`config.mk`:
```
export PLATFORM = sky130hd
export DESIGN_NAME = txn_orig_port
export DESIGN_NICKNAME = d
export VERILOG_FILES = /design/src/rtl/txn_pkg.sv /design/src/rtl/txn_credit_ctr.sv /design/src/rtl/txn_tag_pool.sv /design/src/rtl/txn_orig_port.sv
export SDC_FILE = /design/constraint.sdc
export NUM_CORES = 1
export LEC_CHECK = 0
export BUFFER_PORTS_ARGS = -buffer_cell sky130_fd_sc_hd__buf_2
export CAP_MARGIN = 15
export CORE_MARGIN = 2
export CORE_UTILIZATION = 55
export DETAILED_ROUTE_END_ITERATION = 6
export PLACE_DENSITY = 0.85
export SLEW_MARGIN = 30
export SYNTH_ARGS = -nofsm -noshare
export SYNTH_HDL_FRONTEND = slang
export SYNTH_SLANG_ARGS = --single-unit
```
`constraint.sdc`:
```
create_clock -name clk_i -period 7 [get_ports clk_i]
set_input_delay 1.05 -clock clk_i [delete_from_list [all_inputs] [get_ports clk_i]]
set_output_delay 1.05 -clock clk_i [all_outputs]
set_load 0.1 [all_outputs]
```
`src/rtl/txn_pkg.sv`:
```
package txn_pkg;
  typedef enum logic [2:0] {
    OP_READ      = 3'd0,
    OP_WRITE     = 3'd1,
    OP_ATOM_RET  = 3'd2,
    OP_ATOM_NRET = 3'd3,
    OP_WMSG      = 3'd4
  } op_e;

  function automatic logic op_has_data(logic [2:0] op);
    return op != OP_READ;
  endfunction

  function automatic logic op_rd_class(logic [2:0] op);
    return (op == OP_READ) || (op == OP_ATOM_RET);
  endfunction
endpackage

```
`src/rtl/txn_credit_ctr.sv`:
```
module txn_credit_ctr #(
  parameter int MAX = 4,
  parameter int W   = 3
) (
  input  logic         clk_i,
  input  logic         rst_ni,
  input  logic         use_i,
  input  logic         rtn_i,
  output logic [W-1:0] cnt_o,
  output logic         ovf_o
);
  logic [W-1:0] cnt_q;
  logic         at_max;

  assign at_max = (cnt_q == W'(MAX));
  assign ovf_o  = rtn_i & ~use_i & at_max;
  assign cnt_o  = cnt_q;

  always_ff @(posedge clk_i or negedge rst_ni) begin
    if (!rst_ni) cnt_q <= W'(MAX);
    else begin
      case ({use_i, rtn_i})
        2'b10:   cnt_q <= cnt_q - W'(1);
        2'b01:   if (!at_max) cnt_q <= cnt_q + W'(1);
        default: cnt_q <= cnt_q;
      endcase
    end
  end
endmodule

```
`src/rtl/txn_tag_pool.sv`:
```
module txn_tag_pool #(
  parameter int N  = 16,
  parameter int BW = 4,
  localparam int TW = $clog2(N)
) (
  input  logic          clk_i,
  input  logic          rst_ni,
  input  logic          alloc_i,
  input  logic          alloc_rd_i,
  output logic [TW-1:0] alloc_tag_o,
  input  logic          rd_vld_i,
  input  logic [TW-1:0] rd_tag_i,
  input  logic [BW-1:0] rd_beats_i,
  output logic          rd_ok_o,
  output logic          rd_final_o,
  input  logic          wr_vld_i,
  input  logic [TW-1:0] wr_tag_i,
  output logic          wr_ok_o,
  output logic [N-1:0]  busy_o
);
  logic [N-1:0]  busy_q, isrd_q;
  logic [BW-1:0] cnt_q [N];

  always_comb begin
    alloc_tag_o = '0;
    for (int i = N - 1; i >= 0; i--)
      if (!busy_q[i]) alloc_tag_o = TW'(i);
  end

  assign rd_ok_o    = rd_vld_i & busy_q[rd_tag_i] & isrd_q[rd_tag_i] & (rd_beats_i != '0);
  assign rd_final_o = rd_ok_o & (({1'b0, cnt_q[rd_tag_i]} + (BW+1)'(1)) == {1'b0, rd_beats_i});
  assign wr_ok_o    = wr_vld_i & busy_q[wr_tag_i] & ~isrd_q[wr_tag_i];
  assign busy_o     = busy_q;

  always_ff @(posedge clk_i or negedge rst_ni) begin
    if (!rst_ni) begin
      busy_q <= '0;
      isrd_q <= '0;
      for (int i = 0; i < N; i++) cnt_q[i] <= '0;
    end else begin
      for (int i = 0; i < N; i++) begin
        if (alloc_i && alloc_tag_o == TW'(i)) begin
          busy_q[i] <= 1'b1;
          isrd_q[i] <= alloc_rd_i;
          cnt_q[i]  <= '0;
        end else if (rd_final_o && rd_tag_i == TW'(i)) begin
          busy_q[i] <= 1'b0;
          cnt_q[i]  <= '0;
        end else if (rd_ok_o && rd_tag_i == TW'(i)) begin
          cnt_q[i]  <= cnt_q[i] + BW'(1);
        end else if (wr_ok_o && wr_tag_i == TW'(i)) begin
          busy_q[i] <= 1'b0;
        end
      end
    end
  end
endmodule

```
`src/rtl/txn_orig_port.sv`:
```
module txn_orig_port
  import txn_pkg::*;
#(
  parameter int NUM_TAGS     = 16,
  parameter int ADDR_W       = 32,
  parameter int DATA_W       = 32,
  parameter int DST_W        = 4,
  parameter int LEN_W        = 4,
  parameter int BEAT_W       = 4,
  parameter int REQ_CRED_MAX = 4,
  parameter int DAT_CRED_MAX = 6,
  localparam int TAG_W       = $clog2(NUM_TAGS)
) (
  input  logic              clk_i,
  input  logic              rst_ni,
  output logic              clk_req_o,
  input  logic              clk_ack_i,
  input  logic              cmd_valid_i,
  output logic              cmd_ready_o,
  input  logic [2:0]        cmd_op_i,
  input  logic [DST_W-1:0]  cmd_dst_i,
  input  logic [ADDR_W-1:0] cmd_addr_i,
  input  logic [LEN_W-1:0]  cmd_len_i,
  input  logic              wdat_valid_i,
  output logic              wdat_ready_o,
  input  logic [DATA_W-1:0] wdat_i,
  output logic              req_valid_o,
  output logic [2:0]        req_op_o,
  output logic [DST_W-1:0]  req_dst_o,
  output logic [ADDR_W-1:0] req_addr_o,
  output logic [LEN_W-1:0]  req_len_o,
  output logic [TAG_W-1:0]  req_tag_o,
  output logic              odat_valid_o,
  output logic [DATA_W-1:0] odat_data_o,
  output logic [TAG_W-1:0]  odat_tag_o,
  output logic              odat_last_o,
  input  logic              req_cred_rtn_i,
  input  logic              dat_cred_rtn_i,
  input  logic              rd_rsp_valid_i,
  input  logic [TAG_W-1:0]  rd_rsp_tag_i,
  input  logic [BEAT_W-1:0] rd_rsp_beats_i,
  input  logic [DATA_W-1:0] rd_rsp_data_i,
  output logic              rd_data_valid_o,
  output logic [DATA_W-1:0] rd_data_o,
  output logic [TAG_W-1:0]  rd_tag_o,
  output logic              rd_last_o,
  input  logic              wr_rsp_valid_i,
  input  logic [TAG_W-1:0]  wr_rsp_tag_i,
  output logic              wr_done_valid_o,
  output logic [TAG_W-1:0]  wr_done_tag_o,
  output logic              prot_err_o
);
  localparam int CMAX = (REQ_CRED_MAX > DAT_CRED_MAX) ? REQ_CRED_MAX : DAT_CRED_MAX;
  localparam int CW   = $clog2(CMAX + 1);

  // link bring-up
  logic clk_req_q, link_q;
  always_ff @(posedge clk_i or negedge rst_ni) begin
    if (!rst_ni) begin
      clk_req_q <= 1'b0;
      link_q    <= 1'b0;
    end else begin
      clk_req_q <= 1'b1;
      link_q    <= link_q | (clk_req_q & clk_ack_i);
    end
  end
  assign clk_req_o = clk_req_q;

  // credits: index 0 request, 1 data
  logic [1:0]    cred_use, cred_rtn, cred_ovf, cred_avail;
  logic [CW-1:0] cred_cnt [2];
  assign cred_rtn = {dat_cred_rtn_i, req_cred_rtn_i};

  for (genvar c = 0; c < 2; c++) begin : g_cred
    localparam int LIM = (c == 0) ? REQ_CRED_MAX : DAT_CRED_MAX;
    txn_credit_ctr #(.MAX(LIM), .W(CW)) u_ctr (
      .clk_i (clk_i),
      .rst_ni(rst_ni),
      .use_i (cred_use[c]),
      .rtn_i (cred_rtn[c]),
      .cnt_o (cred_cnt[c]),
      .ovf_o (cred_ovf[c])
    );
    assign cred_avail[c] = (cred_cnt[c] != '0);
  end

  logic [CW-1:0] req_cnt, dat_cnt;
  assign req_cnt = cred_cnt[0];
  assign dat_cnt = cred_cnt[1];

  // tag pool
  logic [NUM_TAGS-1:0] tag_busy;
  logic [TAG_W-1:0]    alloc_tag;
  logic                tag_avail, rd_ok, rd_final, wr_ok;
  logic                cmd_data, cmd_fire, first_beat, burst_beat;
  assign tag_avail = ~&tag_busy;

  txn_tag_pool #(.N(NUM_TAGS), .BW(BEAT_W)) u_pool (
    .clk_i      (clk_i),
    .rst_ni     (rst_ni),
    .alloc_i    (cmd_fire),
    .alloc_rd_i (op_rd_class(cmd_op_i)),
    .alloc_tag_o(alloc_tag),
    .rd_vld_i   (rd_rsp_valid_i),
    .rd_tag_i   (rd_rsp_tag_i),
    .rd_beats_i (rd_rsp_beats_i),
    .rd_ok_o    (rd_ok),
    .rd_final_o (rd_final),
    .wr_vld_i   (wr_rsp_valid_i),
    .wr_tag_i   (wr_rsp_tag_i),
    .wr_ok_o    (wr_ok),
    .busy_o     (tag_busy)
  );

  // issue and data burst
  logic             burst_q;
  logic [LEN_W-1:0] rem_q;
  logic [TAG_W-1:0] btag_q;

  assign cmd_data    = op_has_data(cmd_op_i);
  assign cmd_ready_o = link_q & ~burst_q & tag_avail & cred_avail[0]
                     & (~cmd_data | (cred_avail[1] & wdat_valid_i));
  assign cmd_fire    = cmd_valid_i & cmd_ready_o;
  assign first_beat  = cmd_fire & cmd_data;
  assign burst_beat  = burst_q & wdat_valid_i & cred_avail[1];
  assign cred_use    = {first_beat | burst_beat, cmd_fire};

  assign req_valid_o  = cmd_fire;
  assign req_op_o     = cmd_op_i;
  assign req_dst_o    = cmd_dst_i;
  assign req_addr_o   = cmd_addr_i;
  assign req_len_o    = cmd_len_i;
  assign req_tag_o    = alloc_tag;
  assign wdat_ready_o = burst_q ? cred_avail[1] : first_beat;
  assign odat_valid_o = first_beat | burst_beat;
  assign odat_data_o  = wdat_i;
  assign odat_tag_o   = burst_q ? btag_q : alloc_tag;
  assign odat_last_o  = burst_q ? (rem_q == LEN_W'(1)) : (cmd_len_i == '0);

  always_ff @(posedge clk_i or negedge rst_ni) begin
    if (!rst_ni) begin
      burst_q <= 1'b0;
      rem_q   <= '0;
      btag_q  <= '0;
    end else if (first_beat && cmd_len_i != '0) begin
      burst_q <= 1'b1;
      rem_q   <= cmd_len_i;
      btag_q  <= alloc_tag;
    end else if (burst_beat) begin
      rem_q <= rem_q - LEN_W'(1);
      if (rem_q == LEN_W'(1)) burst_q <= 1'b0;
    end
  end

  // completions
  assign rd_data_valid_o = rd_ok;
  assign rd_data_o       = rd_rsp_data_i;
  assign rd_tag_o        = rd_rsp_tag_i;
  assign rd_last_o       = rd_final;
  assign wr_done_valid_o = wr_ok;
  assign wr_done_tag_o   = wr_rsp_tag_i;

  logic err_q;
  always_ff @(posedge clk_i or negedge rst_ni) begin
    if (!rst_ni) err_q <= 1'b0;
    else err_q <= err_q | (rd_rsp_valid_i & ~rd_ok) | (wr_rsp_valid_i & ~wr_ok) | (|cred_ovf);
  end
  assign prot_err_o = err_q;
endmodule

```
==> reports/results.ini, run 1 <==
[grt]
grt_pass1_vias = 6952
grt_pass1_wl_um = 36800
grt_antenna_before_repair = 0
track_usage = 0.289
gr-total-overflow = 0
grt_max_degree = 80

[clocking]
cts_num_sinks = 114
clockBufferDepth = 2
cts_resized = 0
htreeDepth = 4
postCtsHoldBufs = 0
root_buffer = clkbuf_16
cts_buffers = 17
cts.clk_slew.worst_paths_ps = 50
post_cts_buffers = 0
clk_latency_ps = 420
cts_tree = done

[critical_path]
arrival_ps = 4560
cp-end-kind = output pin
cp_max_fo = 28
critPathLaunchType = input port
critical_path_class = in -> out
critPathRequiredTime_ps = 5950

[layout]
drive_gt1_frac = 0.154
most-common-layout-cells = 112 x nand2_1, 111 x dfrtp_1, 59 x buf_2, 50 x nand3_1, 47 x o21ai_0
mostFrequentLayoutCell = nand2_1
diodes = 0
utilization = 0.568
num-nets-final = 1047
stdcell_area_sq_mm = 0.00856
syn2layout_area_growth_pct = 1.59

[timing]
max_slew_margin = 0.403
fin_skew_ps = 12.6
slew_violations = 0
fin_setup_tns_ps = 0
fin_crit_sh = 0.801
hold_viol = 0
worstMarginPinSlew_ps = 888
rsz0062_at_grt = no
fin_crit_ps = 5610
max_freq_ghz = 0.178
setup_viol = 0

[placed_design]
hpwl_um = 16500
place_area_sq_mm = 0.00794
place_congestion = 0.951
io_buffers = 60

[logic_synthesis]
yosysSeqAreaShare = 0.339
postSynth.asyncResetShare = 1.00
yosysWarnings = 0
synth.distinct_cells = 76
syn_nets = 1119
netlist_area_sq_mm = 0.00843
synth-seq-cells = 114
synth_edf_count = 0
synthCells = 970
syn-mean-instance-area_sq_um = 8.69
ys.flop_type = dfrtp_1

[floorplan]
coreArea_sq_mm = 0.0151
die_width_um = 128
io-pin-count = 261
die_y_um = 128
dieArea_sq_mm = 0.0163
initial_core_util = 0.559
rows = 45

[drt]
routed_wl_um = 23000
route.detailed.drc = 0
ant_nets = 0
firstDrtPassIters = 7
vias = 7317
via_per_inst = 6.66
wl_per_cell_um = 21.0
drt_iter0_markers = 865

[run_status]
status = finished clean

[power_and_ir_drop]
ir_drop_v = 0.000408
leakagePower_nw = 3.71
p_total_mw = 2.54
power.density_mw_per_mm2 = 296

[min_path]
hold_class = reg -> reg

[run]
max_cap_violations = 0

[synthesized netlist by cell type, types with 8 or more instances]
| master | n | area (sq um) |
|---|---|---|
| nand3_1 | 50 | 250 |
| mux4_2 | 13 | 293 |
| o31ai_1 | 14 | 105 |
| ha_1 | 19 | 238 |
| nand2b_1 | 12 | 75.1 |
| nand4_1 | 17 | 106 |
| a31oi_1 | 8 | 50.1 |
| o21ai_1 | 9 | 45.0 |
| mux2_2 | 15 | 169 |
| nor4_1 | 12 | 75.1 |
| nor2_1 | 45 | 169 |
| inv_1 | 31 | 116 |
| clkbuf_1 | 23 | 86.3 |
| a21oi_1 | 38 | 190 |
| nand4b_1 | 9 | 78.8 |
| xor2_1 | 8 | 70.1 |
| o21ai_0 | 47 | 235 |
| o22ai_1 | 8 | 50.1 |
| nor2b_1 | 16 | 100 |
| a22oi_1 | 8 | 60.1 |
| or3_1 | 18 | 113 |
| o211ai_1 | 8 | 60.1 |
| nand2_1 | 112 | 420 |
| mux2i_1 | 34 | 340 |
| dfrtp_1 | 111 | 2780 |
| buf_4 | 119 | 893 |
| nor3_1 | 42 | 210 |
[sequential cells by signal (all words and copies together), names as in the netlist, 4 cells and up]
name	flops
rem_q	4
u_pool.cnt_q	64
btag_q	4
u_pool.busy_o	16
u_pool.isrd_q	16
g_cred.u_ctr.cnt_o	6
[stage by stage]
stage,hold WS (ps),setup slack [ps],std cells
floorplan,420,2000,970
global placement,433,1450,1067
detailed placement,450,1380,1067
CTS,462,1390,1098
global route,481,1140,1098
finish,462,1390,1098
[kinds of logic (layout without fill, tap and decap cells)]
| family | count (synthesis) | in the layout | synth area share |
|---|---|---|---|
| AND/OR/NAND/NOR | 377 | 377 | 0.228 |
| AO/OA/AOI/OAI | 194 | 194 | 0.150 |
| buffers and inverters | 189 | 129 | 0.142 |
| flip-flops | 114 | 114 | 0.339 |
| multiplexers | 63 | 63 | 0.0965 |
| adder cells (fa/ha/maj) | 21 | 21 | 0.0329 |
| XOR/XNOR | 11 | 11 | 0.0114 |
| other | 1 | 1 | 0.000445 |
[metal layers]
metal / vias up / GRT usage / part of all wire
li1: 3264 / - / -
met1: 3494 / 0.376 / 0.41
met2: 461 / 0.443 / 0.46
met3: 98 / 0.0760 / 0.095
met4: 0 / 0.154 / 0.044
met5: - / 0 / 0
[critical path, stage by stage]
cell,delay (ps)
buf_2,550
mux4_2,580
mux2_2,290
nor2_1,90
a21oi_1,60
ha_1,270
a311oi_1,270
a211o_1,140
o211ai_1,80
or3_4,390
inv_2,280
buf_2,500
[worst paths after layout]
check | slack, ps | startpoint | endpoint | depth (start not counted)
worst max-delay path | 1390 | rd_rsp_tag_i[1] | rd_last_o | 12
worst min-delay path | 460 | link_q$_DFF_PN0_ | link_q$_DFF_PN0_ | 1
worst max register to register | 3320 | u_pool.cnt_q[17]$_DFFE_PN0P_ | u_pool.cnt_q[58]$_DFFE_PN0P_ | 12
worst min register to register | 460 | link_q$_DFF_PN0_ | link_q$_DFF_PN0_ | 1
max in group asynchronous | 5320 | rst_ni | btag_q[2]$_DFFE_PN0P_ | 2
min in group asynchronous | 590 | rst_ni | u_pool.cnt_q[34]$_DFFE_PN0P_ | 1
[final cells by class]
type,instances,area (sq um)
Fill cell,1298,6530
Multi-Input combinational cell,667,4380
Sequential cell,114,2860
Clock buffer,21,470
Timing Repair Buffer,65,344
Tap cell,188,235
Clock inverter,10,156
Inverter,33,124
[report_power, final]
| group | switching (mW) | internal, mW | total (mW) |
|---|---|---|---|
| registers | 0.109 | 0.735 | 0.844 |
| logic | 0.566 | 0.198 | 0.764 |
| clock network | 0.309 | 0.619 | 0.928 |
| total | 0.984 | 1.55 | 2.54 |
Note: power is estimated with default switching activity, not from simulation.
==> run 2: changes to the inputs <==
- ABC_AREA: unset -> 1
- CORE_UTILIZATION: 55 -> 53
- PLACE_DENSITY: 0.85 -> 0.82
- clock period: 7 -> 5.35 ns (I/O delays scaled with it)
==> run 2 against run 1 <==
Effect of this change:
- worst setup slack worse by 270 ps
- synthesized cell count increased by 30%
- register-to-register slack worse by 740 ps
- total power increased by 34%
- global-route usage down 2.6 points
- cell count rose by 31%
- critical endpoint unchanged
- largest power group is now registers
==> reports/results.ini, run 2 <==
[floorplan]
io-pin-count = 261
die_y_um = 131
die_width_um = 131
dieArea_sq_mm = 0.0172
coreArea_sq_mm = 0.0158
initial_core_util = 0.541
rows = 46

[drt]
via_per_inst = 5.46
drt_iter0_markers = 818
route.detailed.drc = 0
vias = 7825
ant_nets = 0
routed_wl_um = 22500
firstDrtPassIters = 7
wl_per_cell_um = 15.7

[layout]
regMostFlops = u_pool.cnt_q
most-common-layout-cells = 413 x nand2_1, 146 x inv_1, 118 x nand3_1, 116 x nor2_1, 111 x dfrtp_1
num-nets-final = 1354
largest_reg_flops = 64
mostFrequentLayoutCell = nand2_1
drive_gt1_frac = 0.0977
syn2layout_area_growth_pct = 1.67
diodes = 0

[timing]
fin_skew_ps = 11.8
fin_crit_sh = 0.791
fin_setup_tns_ps = 0
fin_crit_ps = 4230
holdWs_ps = 408
setup_viol = 0
hold_viol = 0
max_freq_ghz = 0.236
slew_violations = 0
rsz0062_at_grt = no
worstMarginPinSlew_ps = 862
max_slew_margin = 0.421

[logic_synthesis]
synth_edf_count = 0
netlist.top_cell.by_area = dfrtp_1
yosysWarnings = 0
synthCells = 1265
syn-mean-instance-area_sq_um = 6.77
synth.most_common_cell = nand2_1
netlist_area_sq_mm = 0.00856
ys.flop_type = dfrtp_1
yosysSeqAreaShare = 0.334
syn_nets = 1414
yosysTopAreaCellShare = 0.324
synth-seq-cells = 114
synth.distinct_cells = 43
postSynth.asyncResetShare = 1.00
synth_common_cells = 413 x nand2_1, 146 x inv_1, 120 x buf_4
yosys-top-cells-area = dfrtp_1 32%, nand2_1 18%, buf_4 11%

[critical_path]
critPathLaunchType = input port
crit_start = rd_rsp_tag_i[0]
cp_max_fo = 27
r2r_start = u_pool.cnt_q[36]$_DFFE_PN0P_
arrival_ps = 3430
critical_path_class = in -> out
r2r_slack_ps = 2580
critPathRequiredTime_ps = 4550
cp-end-kind = output pin

[power_and_ir_drop]
p_seq_frac = 0.338
clkPwrFrac = 0.329
netSwitchingFraction = 0.422
switchingPower_mw = 1.43
leakagePower_nw = 4.80
ir_drop_v = 0.000441
cell_internal_pwr_mw = 1.96
power.density_mw_per_mm2 = 389
p_total_mw = 3.39
combPwrFrac = 0.334

[clocking]
root_buffer = clkbuf_16
cts_buffers = 17
post_cts_buffers = 0
cts.clk_slew.worst_paths_ps = 50
htreeDepth = 4
cts_num_sinks = 114
cts_tree = done
cts_resized = 0
clk_latency_ps = 430
clockBufferDepth = 2
postCtsHoldBufs = 0

[grt]
grt_pass1_wl_um = 36200
grt_antenna_before_repair = 0
grt_pass1_vias = 7346
track_usage = 0.263
grt_max_degree = 77
gr-total-overflow = 0

[placed_design]
place_congestion = 0.986
hpwl_um = 16500
io_buffers = 60

[min_path]
hold_class = in -> async

[run_status]
status = finished clean

[run]
max_cap_violations = 0

==> run 2: cell count changes after synthesis, moves of 24 or more <==
cell     before  now
nand2_1     112  413
inv_1        31  146
nor2_1       45  116
nand3_1      50  118
mux2i_1      34    0
nor3_1       42    9
xor2_1        8   32
==> run 2: worst max-delay path, cell delays in order <==
cell and delay, ps:
buf_2 410, inv_2 210, nand2_2 250, nor2_1 60
nor2_1 90, nand2_1 50, nand2_1 50, nand2_1 60
inv_1 50, nand2_1 80, ha_1 310, xnor2_1 130
nand3_1 90, nor2_1 130, nand3_2 100, inv_2 280
buf_12 220
==> run 2: worst paths after layout <==
path,to,depth (start not counted)
max reg2reg,u_pool.cnt_q[31]$_DFFE_PN0P_,18
min reg2reg,link_q$_DFF_PN0_,1
max,rd_last_o,17
min in group clk_i,link_q$_DFF_PN0_,1
min,u_pool.cnt_q[62]$_DFFE_PN0P_,1
max in group asynchronous,g_cred[0].u_ctr.cnt_o[2]$_DFFE_PN1P_,2
==> run 2: routing by layer <==
metal	GRT usage	share of wire	vias up
met3	0.0768	0.10	94
met4	0.132	0.040	0
met1	0.333	0.41	3589
met2	0.413	0.45	420
li1	-	-	3722
met5	0	0	-
==> run 2: power by group through the flow <==
stage	Combinational (mW)	Sequential, mW	Clock [mW]
3_3_place_gp	1.10	1.15	0
4_1_cts	1.12	1.14	1.12
6_report	1.13	1.14	1.11
2_1_floorplan	1.29	1.09	0
5_1_grt	1.23	1.16	1.17
3_5_place_dp	1.12	1.15	0
==> run 2: kinds of logic (layout without fill, tap and decap cells) <==
family          after synthesis  in the layout  synth area share
simple gates                691            691             0.333
buf+inv                     299            252             0.191
flops                       114            114             0.334
compound gates               98             98            0.0650
xor+xnor                     40             40            0.0427
fa+ha+maj                    21             21            0.0324
other cells                   1              1          0.000438
mux                           1              1           0.00132
==> run 2: layout make-up <==
class                           instances  area [sq um]
Inverter                              156           586
Clock buffer                           22           464
Sequential cell                       114          2860
Timing Repair Buffer                   64           352
Clock inverter                         10           109
Multi-Input combinational cell        852          4070
Tap cell                              216           270
Fill cell                            1507          7120
==> run 2: metrics by stage <==
stage | utilization | cells | instance area [sq um] | worst slack, ps
final | 0.550 | 1434 | 8700 | 1120
after global placement | 0.514 | 1402 | 8130 | 1190
after floorplan | - | 1265 | 8560 | 73.9
after global routing | 0.550 | 1434 | 8700 | 911
after detailed placement | 0.514 | 1402 | 8130 | 1180
after CTS | 0.550 | 1434 | 8700 | 1170
